## src/rtl/rxst_pkg.sv

```systemverilog
package rxst_pkg;
    localparam int REG_W = 8;
    localparam int ISR_W = 6;
    localparam int NUM_CNT = 3;

    localparam logic [2:0] A_RSR  = 3'd0;
    localparam logic [2:0] A_ISR  = 3'd1;
    localparam logic [2:0] A_IMR  = 3'd2;
    localparam logic [2:0] A_CNT0 = 3'd3;

    // interrupt status bit positions
    localparam int IB_RXOK  = 0;
    localparam int IB_TXOK  = 1;
    localparam int IB_RXERR = 2;
    localparam int IB_TXERR = 3;
    localparam int IB_OVW   = 4;
    localparam int IB_CNT   = 5;

    typedef struct packed {
        logic intact;
        logic rx_err;
        logic fae;
        logic crc_only;
        logic missed;
    } rx_evt_t;
endpackage

```

## src/rtl/rxst_frame.sv

```systemverilog
module rxst_frame
    import rxst_pkg::*;
(
    input  logic             clk,
    input  logic             rst_n,
    input  logic             frm_done,
    input  logic             frm_crc_bad,
    input  logic             frm_misaligned,
    input  logic             frm_overrun,
    input  logic             frm_no_buf,
    input  logic             frm_group,
    input  logic             mon_en,
    input  logic             crs,
    input  logic             col,
    output logic [REG_W-1:0] rsr,
    output rx_evt_t          evt
);
    typedef struct packed {
        logic [REG_W-1:0] rsr;
    } st_t;

    st_t st_d, st_q;
    logic crc_e, fae_e, ovr_e, miss_e;

    always_comb begin
        st_d   = st_q;
        crc_e  = frm_done & frm_crc_bad;
        fae_e  = crc_e & frm_misaligned;
        ovr_e  = frm_done & frm_overrun;
        miss_e = frm_done & (frm_no_buf | mon_en);
        if (frm_done) begin
            st_d.rsr[0] = ~(crc_e | ovr_e | miss_e);
            st_d.rsr[1] = crc_e;
            st_d.rsr[2] = fae_e;
            st_d.rsr[3] = ovr_e;
            st_d.rsr[4] = miss_e;
            st_d.rsr[5] = frm_group;
        end
        st_d.rsr[6] = mon_en;
        st_d.rsr[7] = crs | col;

        evt.intact   = frm_done & ~(crc_e | ovr_e | miss_e);
        evt.rx_err   = crc_e | ovr_e | miss_e;
        evt.fae      = fae_e;
        evt.crc_only = crc_e & ~fae_e;
        evt.missed   = miss_e;
    end

    always_ff @(posedge clk) begin
        if (!rst_n) st_q <= '0;
        else        st_q <= st_d;
    end

    assign rsr = st_q.rsr;


    fae_implies_crc_chk: assert property (@(posedge clk) disable iff (!rst_n)
        st_q.rsr[2] |-> st_q.rsr[1]);


    intact_clean_chk: assert property (@(posedge clk) disable iff (!rst_n)
        st_q.rsr[0] |-> (st_q.rsr[4:1] == 4'b0));
endmodule

```

## src/rtl/rxst_tally.sv

```systemverilog
module rxst_tally #(
    parameter int CNT_W = 8
) (
    input  logic             clk,
    input  logic             rst_n,
    input  logic             inc,
    input  logic             clr,
    output logic [CNT_W-1:0] cnt,
    output logic             msb_rise
);
    localparam logic [CNT_W-1:0] CNT_MAX = '1;
    localparam logic [CNT_W-1:0] CNT_ONE = CNT_W'(1);

    logic [CNT_W-1:0] cnt_d, cnt_q;

    always_comb begin
        cnt_d = cnt_q;
        if (clr)
            cnt_d = inc ? CNT_ONE : '0;
        else if (inc && cnt_q != CNT_MAX)
            cnt_d = cnt_q + CNT_ONE;
        msb_rise = cnt_d[CNT_W-1] & ~cnt_q[CNT_W-1];
    end

    always_ff @(posedge clk) begin
        if (!rst_n) cnt_q <= '0;
        else        cnt_q <= cnt_d;
    end

    assign cnt = cnt_q;


    sat_hold_chk: assert property (@(posedge clk) disable iff (!rst_n)
        (cnt_q == CNT_MAX && !clr) |=> (cnt_q == CNT_MAX));


    step_one_chk: assert property (@(posedge clk) disable iff (!rst_n)
        (inc && !clr && cnt_q != CNT_MAX) |=> (cnt_q == $past(cnt_q) + CNT_ONE));
endmodule

```

## src/rtl/rxst_irq.sv

```systemverilog
module rxst_irq
    import rxst_pkg::*;
(
    input  logic             clk,
    input  logic             rst_n,
    input  logic [ISR_W-1:0] set_ev,
    input  logic             isr_wr,
    input  logic             imr_wr,
    input  logic [REG_W-1:0] wdata,
    output logic [ISR_W-1:0] isr,
    output logic [ISR_W-1:0] imr,
    output logic             irq
);
    typedef struct packed {
        logic [ISR_W-1:0] isr;
        logic [ISR_W-1:0] imr;
    } st_t;

    st_t st_d, st_q;

    always_comb begin
        st_d = st_q;
        if (isr_wr) st_d.isr = st_q.isr & ~wdata[ISR_W-1:0];
        st_d.isr = st_d.isr | set_ev;
        if (imr_wr) st_d.imr = wdata[ISR_W-1:0];
    end

    always_ff @(posedge clk) begin
        if (!rst_n) st_q <= '0;
        else        st_q <= st_d;
    end

    assign isr = st_q.isr;
    assign imr = st_q.imr;
    assign irq = |(st_q.isr & st_q.imr);


    set_wins_chk: assert property (@(posedge clk) disable iff (!rst_n)
        (set_ev != '0) |=> ((st_q.isr & $past(set_ev)) == $past(set_ev)));
endmodule

```

## src/rtl/rx_status_tally.sv

```systemverilog
module rx_status_tally
    import rxst_pkg::*;
#(
    parameter int CNT_W = 8
) (
    input  logic             clk,
    input  logic             rst_n,
    input  logic             frm_done,
    input  logic             frm_crc_bad,
    input  logic             frm_misaligned,
    input  logic             frm_overrun,
    input  logic             frm_no_buf,
    input  logic             frm_group,
    input  logic             mon_en,
    input  logic             crs,
    input  logic             col,
    input  logic             tx_done,
    input  logic             tx_err,
    input  logic             ovw_warn,
    input  logic             reg_rd,
    input  logic             reg_wr,
    input  logic [2:0]       reg_addr,
    input  logic [REG_W-1:0] reg_wdata,
    output logic [REG_W-1:0] reg_rdata,
    output logic             irq
);
    logic [REG_W-1:0] rsr;
    rx_evt_t          evt;
    logic [NUM_CNT-1:0] cnt_inc, cnt_clr, cnt_rise;
    logic [CNT_W-1:0]   cnt_val [NUM_CNT];
    logic [ISR_W-1:0]   set_ev, isr, imr;

    rxst_frame u_frame (
        .clk(clk), .rst_n(rst_n),
        .frm_done(frm_done), .frm_crc_bad(frm_crc_bad),
        .frm_misaligned(frm_misaligned), .frm_overrun(frm_overrun),
        .frm_no_buf(frm_no_buf), .frm_group(frm_group),
        .mon_en(mon_en), .crs(crs), .col(col),
        .rsr(rsr), .evt(evt)
    );

    // counter order follows register address: alignment, CRC, missed
    assign cnt_inc = {evt.missed, evt.crc_only, evt.fae};

    for (genvar i = 0; i < NUM_CNT; i++) begin : g_cnt
        assign cnt_clr[i] = reg_rd && (reg_addr == A_CNT0 + 3'(i));
        rxst_tally #(.CNT_W(CNT_W)) u_tally (
            .clk(clk), .rst_n(rst_n),
            .inc(cnt_inc[i]), .clr(cnt_clr[i]),
            .cnt(cnt_val[i]), .msb_rise(cnt_rise[i])
        );
    end

    always_comb begin
        set_ev = '0;
        set_ev[IB_RXOK]  = evt.intact;
        set_ev[IB_TXOK]  = tx_done;
        set_ev[IB_RXERR] = evt.rx_err;
        set_ev[IB_TXERR] = tx_err;
        set_ev[IB_OVW]   = ovw_warn;
        set_ev[IB_CNT]   = |cnt_rise;
    end

    rxst_irq u_irq (
        .clk(clk), .rst_n(rst_n),
        .set_ev(set_ev),
        .isr_wr(reg_wr && reg_addr == A_ISR),
        .imr_wr(reg_wr && reg_addr == A_IMR),
        .wdata(reg_wdata),
        .isr(isr), .imr(imr), .irq(irq)
    );

    always_comb begin
        reg_rdata = '0;
        case (reg_addr)
            A_RSR:   reg_rdata = rsr;
            A_ISR:   reg_rdata = REG_W'(isr);
            A_IMR:   reg_rdata = REG_W'(imr);
            3'd3:    reg_rdata = REG_W'(cnt_val[0]);
            3'd4:    reg_rdata = REG_W'(cnt_val[1]);
            3'd5:    reg_rdata = REG_W'(cnt_val[2]);
            default: reg_rdata = '0;
        endcase
    end


    clr_on_read_chk: assert property (@(posedge clk) disable iff (!rst_n)
        (reg_rd && reg_addr == 3'd5 && !evt.missed) |=> (cnt_val[2] == '0));
endmodule

```

## config.mk

```make
export PLATFORM = sky130hd
export DESIGN_NAME = rx_status_tally
export DESIGN_NICKNAME = d
export VERILOG_FILES = /design/src/rtl/rxst_pkg.sv /design/src/rtl/rxst_frame.sv /design/src/rtl/rxst_tally.sv /design/src/rtl/rxst_irq.sv /design/src/rtl/rx_status_tally.sv
export SDC_FILE = /design/constraint.sdc
export NUM_CORES = 1
export LEC_CHECK = 0
export ABC_AREA = 1
export BUFFER_PORTS_ARGS = -buffer_cell sky130_fd_sc_hd__buf_2
export CORE_ASPECT_RATIO = 0.6
export CORE_MARGIN = 3
export CORE_UTILIZATION = 55
export DETAILED_ROUTE_END_ITERATION = 8
export MAX_ROUTING_LAYER = met4
export PLACE_DENSITY_LB_ADDON = 0.3
export SYNTH_ARGS = -nofsm -noshare
export SYNTH_HDL_FRONTEND = slang
export SYNTH_SLANG_ARGS = --single-unit
```

## constraint.sdc

```tcl
create_clock -name clk -period 1.6 [get_ports clk]
set_input_delay 0.32 -clock clk [delete_from_list [all_inputs] [get_ports clk]]
set_output_delay 0.32 -clock clk [all_outputs]
set_load 0.005 [all_outputs]
```

---- Word level (Yosys, flattened, before mapping) ----
Cells that the tools add are included.
storage, ports and cells
  word-level logic and storage cells ...... 68
  bits in registers ....................... 44
  input bits .............................. 27
operators by class
  eq/ne operators ......................... 8
  muxes and demuxes ....................... 11
  $add $sub $neg .......................... 3
  reduce and logical (&&, ||, !) cells .... 14
  bitwise logic cells ..................... 22
operator list
  kind                   count
  $mux W8                6
  $pmux W8 S6            1
  $add A8 B1 Y8 const B  3
  $ne A8 B8 Y1 const B   3
  $and A6 B6 Y6          2
  $and A1 B1 Y1          9
  $logic_and A1 B1 Y1    8
  $eq A3 B2 Y1 const B   2
  $eq A3 B3 Y1 const B   2
  $mux W6                1
  $not A6 Y6             1
  $or A6 B6 Y6           1
  $reduce_bool A2 Y1     3
  $reduce_or A6 Y1       1
  $not A1 Y1             5
  $or A1 B1 Y1           4
  $eq A3 B1 Y1 const B   1
  $logic_not A3 Y1       1
  $mux W1                3
  $reduce_or A3 Y1       1

---- Longest topological paths before layout ----
  depth in word-level cells ............... 10
  mapped depth ............................ 10
  depth with buffers taken out ............ 10

---- Hierarchy ----
A second synthesis with hierarchy kept.
unflattened totals
  cell total of the unflattened synthesis .. 433
  area, all modules ....................... 2,862.7 um^2
by module, submodules not included
  module           seq. area each (um^2)  cells each  area an instance (um^2)  instances
  rxst_tally       160.2                  74          505.5                    3
  rx_status_tally  0.0                    101         571.8                    1
  rxst_irq         240.2                  68          465.4                    1
  rxst_frame       160.2                  42          309.0                    1

---- Worst setup path after synthesis ----
Ideal clock, no wire load.
  kind .................................... register to register
  from .................................... register g_cnt[2].u_tally.cnt_q[1]
  to ...................................... register g_cnt[2].u_tally.cnt_q[6]
  setup time .............................. 0.114 ns
  cell stages (with the launch flop) ...... 11
  slack ................................... 0.310 ns
  data arrival time ....................... 1.176 ns
  cells stage by stage .................... dfxtp_1 > ha_1 > nand2_1 > nor2_1 > nand2_1 > nand2_2 > inv_2 > nand2_1 > nand2_1 > nand2_1 > nor2_1
on the way
  longest elaborated chain between the ends .. 3
  elaborated cells between the ends (all ways) .. 6
  those cells by class .................... 1 x add/sub; 1 x eq/ne; 2 x mux; 2 x reduce/logical
RTL lines
  item                                            RTL line                            text
  start, declared                                 rxst_tally.sv:14                    logic [CNT_W-1:0] cnt_d, cnt_q;
  start signal, assigned                          rxst_tally.sv:27                    else cnt_q <= cnt_d;
  $add A8 B1 Y8 or $ne A8 B8 Y1 (tied branches)   rxst_tally.sv:21, rxst_tally.sv:20
  $mux W8 or $logic_and A1 B1 Y1 (tied branches)  rxst_tally.sv:20                    else if (inc && cnt_q != CNT_MAX)
  $mux W8 or $reduce_bool A2 Y1 (tied branches)   --
Several ways; a longest one is shown, not always the timed one. The select of a mux whose other input is x is not followed.
A chain may end at the register's enable or synchronous reset.

---- Worst setup path after layout ----
  from .................................... register g_cnt[1].u_tally.cnt_q[7]
  to ...................................... output reg_rdata[7]
on the way
  longest elaborated chain between the ends .. 1
RTL lines
  item                    RTL line               text
  start, declared         rxst_tally.sv:14
  start signal, assigned  rxst_tally.sv:27
  $pmux W8 S6             rx_status_tally.sv:75  case (reg_addr)
  end, declared           rx_status_tally.sv:24  output logic [REG_W-1:0] reg_rdata,
No other way between the ends.

==> results.ini <==
[logic_synthesis]
synth_cell_types = 32
synth_largest_area_cell = dfxtp_1
ys_seq_area_share_pct = 36.5
syn_inst = 366
avgSynthCellArea_um2 = 6.60
yosysTopAreaCellShare_pct = 36.5
syn-num-nets = 396
synthTopCellsByArea = dfxtp_1 (36%), nand2_1 (14%), inv_1 (7.8%)
ys_warn_count = 0
synth-seq-cells = 44
synthesis.area_mm2 = 0.00241

[sta]
rsz0062_at_grt = yes
setup_viol = 1
post-route-period-util_pct = 100
layout_setup_ws_ps = -5.08
fmax_mhz = 623
max-slew-margin-rel_pct = 72.3
period_minus_slack_ps = 1610
worstMarginPinSlew_ps = 415
drv_slew = 0
fin_skew_ps = 3.77
hold_viol_final = 0
fin_hold_ws_ps = 223

[placed_design]
port_buffers = 33
dpl_worst_slack_ps = 11.6
place.gp.congestion = 0.993
dpl_cell_area_mm2 = 0.00265
dp_hpwl_mm = 5.05

[setup_path]
path_class = reg -> out
required_ps = 1280
start_kind = flop
cp-end-kind = output pin
critPathArrivalTime_ps = 1290
cp_max_fo = 3

[routing]
dr.pass1.iters = 5
via_per_inst = 5.60
drc_errors = 0
wl_per_cell_um = 14.0
drt_wl_total_mm = 6.49
detail-route-antenna-nets = 0
drt_iter0_drc = 237
via_count = 2604

[global_route]
overflow = 0
grt_max_degree = 15
track_usage_pct = 25.2
grt_pass1_vias = 2170
grt_pass1_wl_mm = 10.2
antenna_found_initial = 0

[layout]
area_growth_pct = 18.6
n_fill_cell = 322
final-seq-area_um2 = 895
fin_nets = 437
multiInputGateArea_mm2 = 0.00132
diodes = 0
layout-drive-gt1-share_pct = 23.5
finalInstanceArea_mm2 = 0.00286
fin_util_pct = 72.8

[floorplanning]
ios = 36
die_y_um = 57.3
dieWidth_um = 91.5
rows = 17
design.die.area_mm2 = 0.00525
core_mm2 = 0.00394
initial_utilization_pct = 61.4

[run_status]
status = finished with violations
violations = setup timing

[clock_network]
clk_latency_ps = 300
tritoncts = done
cts_max_path_buffers = 2
ctsRootBufferMaster = clkbuf_8
path_clk_slew_ps = 90
htree_num_levels = 2
cts-buffers-inserted = 5
numClockSinks = 44

[power]
power.internal_w = 0.00200
p_sw_share_pct = 22.6
power_frac_clock_pct = 45.5
total_leakage_power_nw = 1.25
p_seq_share_pct = 44.9
ir_drop_mv = 0.618
pwr-share-comb_pct = 9.6
powerDensity_mw_per_mm2 = 904
p_sw_w = 0.000586

[flow_run]
maxCapViolCount = 0

[min_path]
hp-class = in -> reg

==> flip-flops by register name (all words and copies together), names as in the netlist <==
name,cells
g_cnt.u_tally.cnt,24
u_frame.rsr,8
u_irq.imr,6
u_irq.isr,6
==> cell usage after synthesis <==
cell	n
o21bai_1	1
a211oi_1	1
and2_4	1
a22oi_1	5
nand3_1	27
o211ai_1	1
nor2_2	4
dfxtp_1	44
a221oi_1	1
nand4_1	6
nand2_2	7
nor2_4	2
a31oi_1	1
a21oi_2	4
ha_1	3
o21ai_1	4
clkbuf_2	1
a21oi_1	29
nand2_1	87
and3_1	1
inv_1	50
o21ai_2	1
clkbuf_1	1
or2_0	1
inv_2	7
nor2_1	42
buf_12	1
xor2_1	2
o22ai_1	5
o21ai_0	23
nor3_4	1
nand3_2	2
==> layout make-up <==
type                            count  area share, %
Sequential cell                    44           31.2
Timing Repair Buffer               37           7.08
Tap cell                           57           2.49
Clock buffer                        5           2.40
Clock inverter                      3           3.15
Inverter                           57           7.47
Multi-Input combinational cell    262           46.2
==> layout by cell type (no fill, tap or decap), types with 7 or more instances in the layout <==
cell      n
a21oi_1  29
buf_2    30
dfxtp_1  33
dfxtp_2  11
inv_1    46
inv_2    11
nand2_1  87
nand2_2   7
nand3_1  26
nor2_1   40
o21ai_0  19
o21ai_1   8
==> metal layers <==
layer,share of wire (%),up-vias,global-route usage (%)
li1,-,1271,-
met1,48,1179,37.9
met2,40,133,34.6
met3,10,21,5.53
met4,1.8,0,3.86
met5,0,-,-
==> final timing paths <==
check                                              from  depth (start not counted)                       to  slack [ps]
worst max-delay path            g_cnt[1].u_tally.cnt[7]                          5             reg_rdata[7]          -5
worst min-delay path                                crs                          3           u_frame.rsr[7]         220
worst max register to register  g_cnt[2].u_tally.cnt[0]                         10  g_cnt[2].u_tally.cnt[6]         120
worst min register to register           u_frame.rsr[2]                          2           u_frame.rsr[2]         480
==> worst max-delay path, cell delays in order, from the launching register on <==
cell and delay (ps):
dfxtp_1 330, inv_1 100, o22ai_1 110, a21oi_1 190
nand2_1 100, buf_2 140
==> power by group through the flow <==
stage	clock (W)	sequential [W]	combinational (W)
2_1_floorplan	0	0.00117	0.000146
3_3_place_gp	0	0.00118	0.000230
3_5_place_dp	0	0.00118	0.000237
4_1_cts	0.00118	0.00116	0.000238
5_1_grt	0.00123	0.00117	0.000277
6_report	0.00118	0.00116	0.000249
==> repair_timing <==
item	4_1_cts	5_1_grt
hold buffers	0	0
pin swaps	0	1
cloned	0	0
setup buffers	0	0
resized for setup	2	29
setup endpoints to repair	2	15
==> kinds of logic (layout without fill, tap and decap cells) <==
family / after synthesis / count (layout) / synth area share [%]
compound gates: 76 / 76 / 17.8
simple gates: 181 / 181 / 33.4
xor+xnor: 2 / 2 / 0.726
fa+ha+maj: 3 / 3 / 1.55
buf+inv: 60 / 102 / 10.1
flops: 44 / 44 / 36.5
==> per-stage QoR <==
stage / setup TNS (ps) / total power (W) / instances
5_1_grt: -12.9 / 0.00267 / 465
3_3_place_gp: 0 / 0.00141 / 457
4_1_cts: 0 / 0.00258 / 465
3_5_place_dp: 0 / 0.00142 / 457
2_1_floorplan: 0 / 0.00132 / 366
6_report: -5.08 / 0.00259 / 465
(Power assumes the default switching activity.)
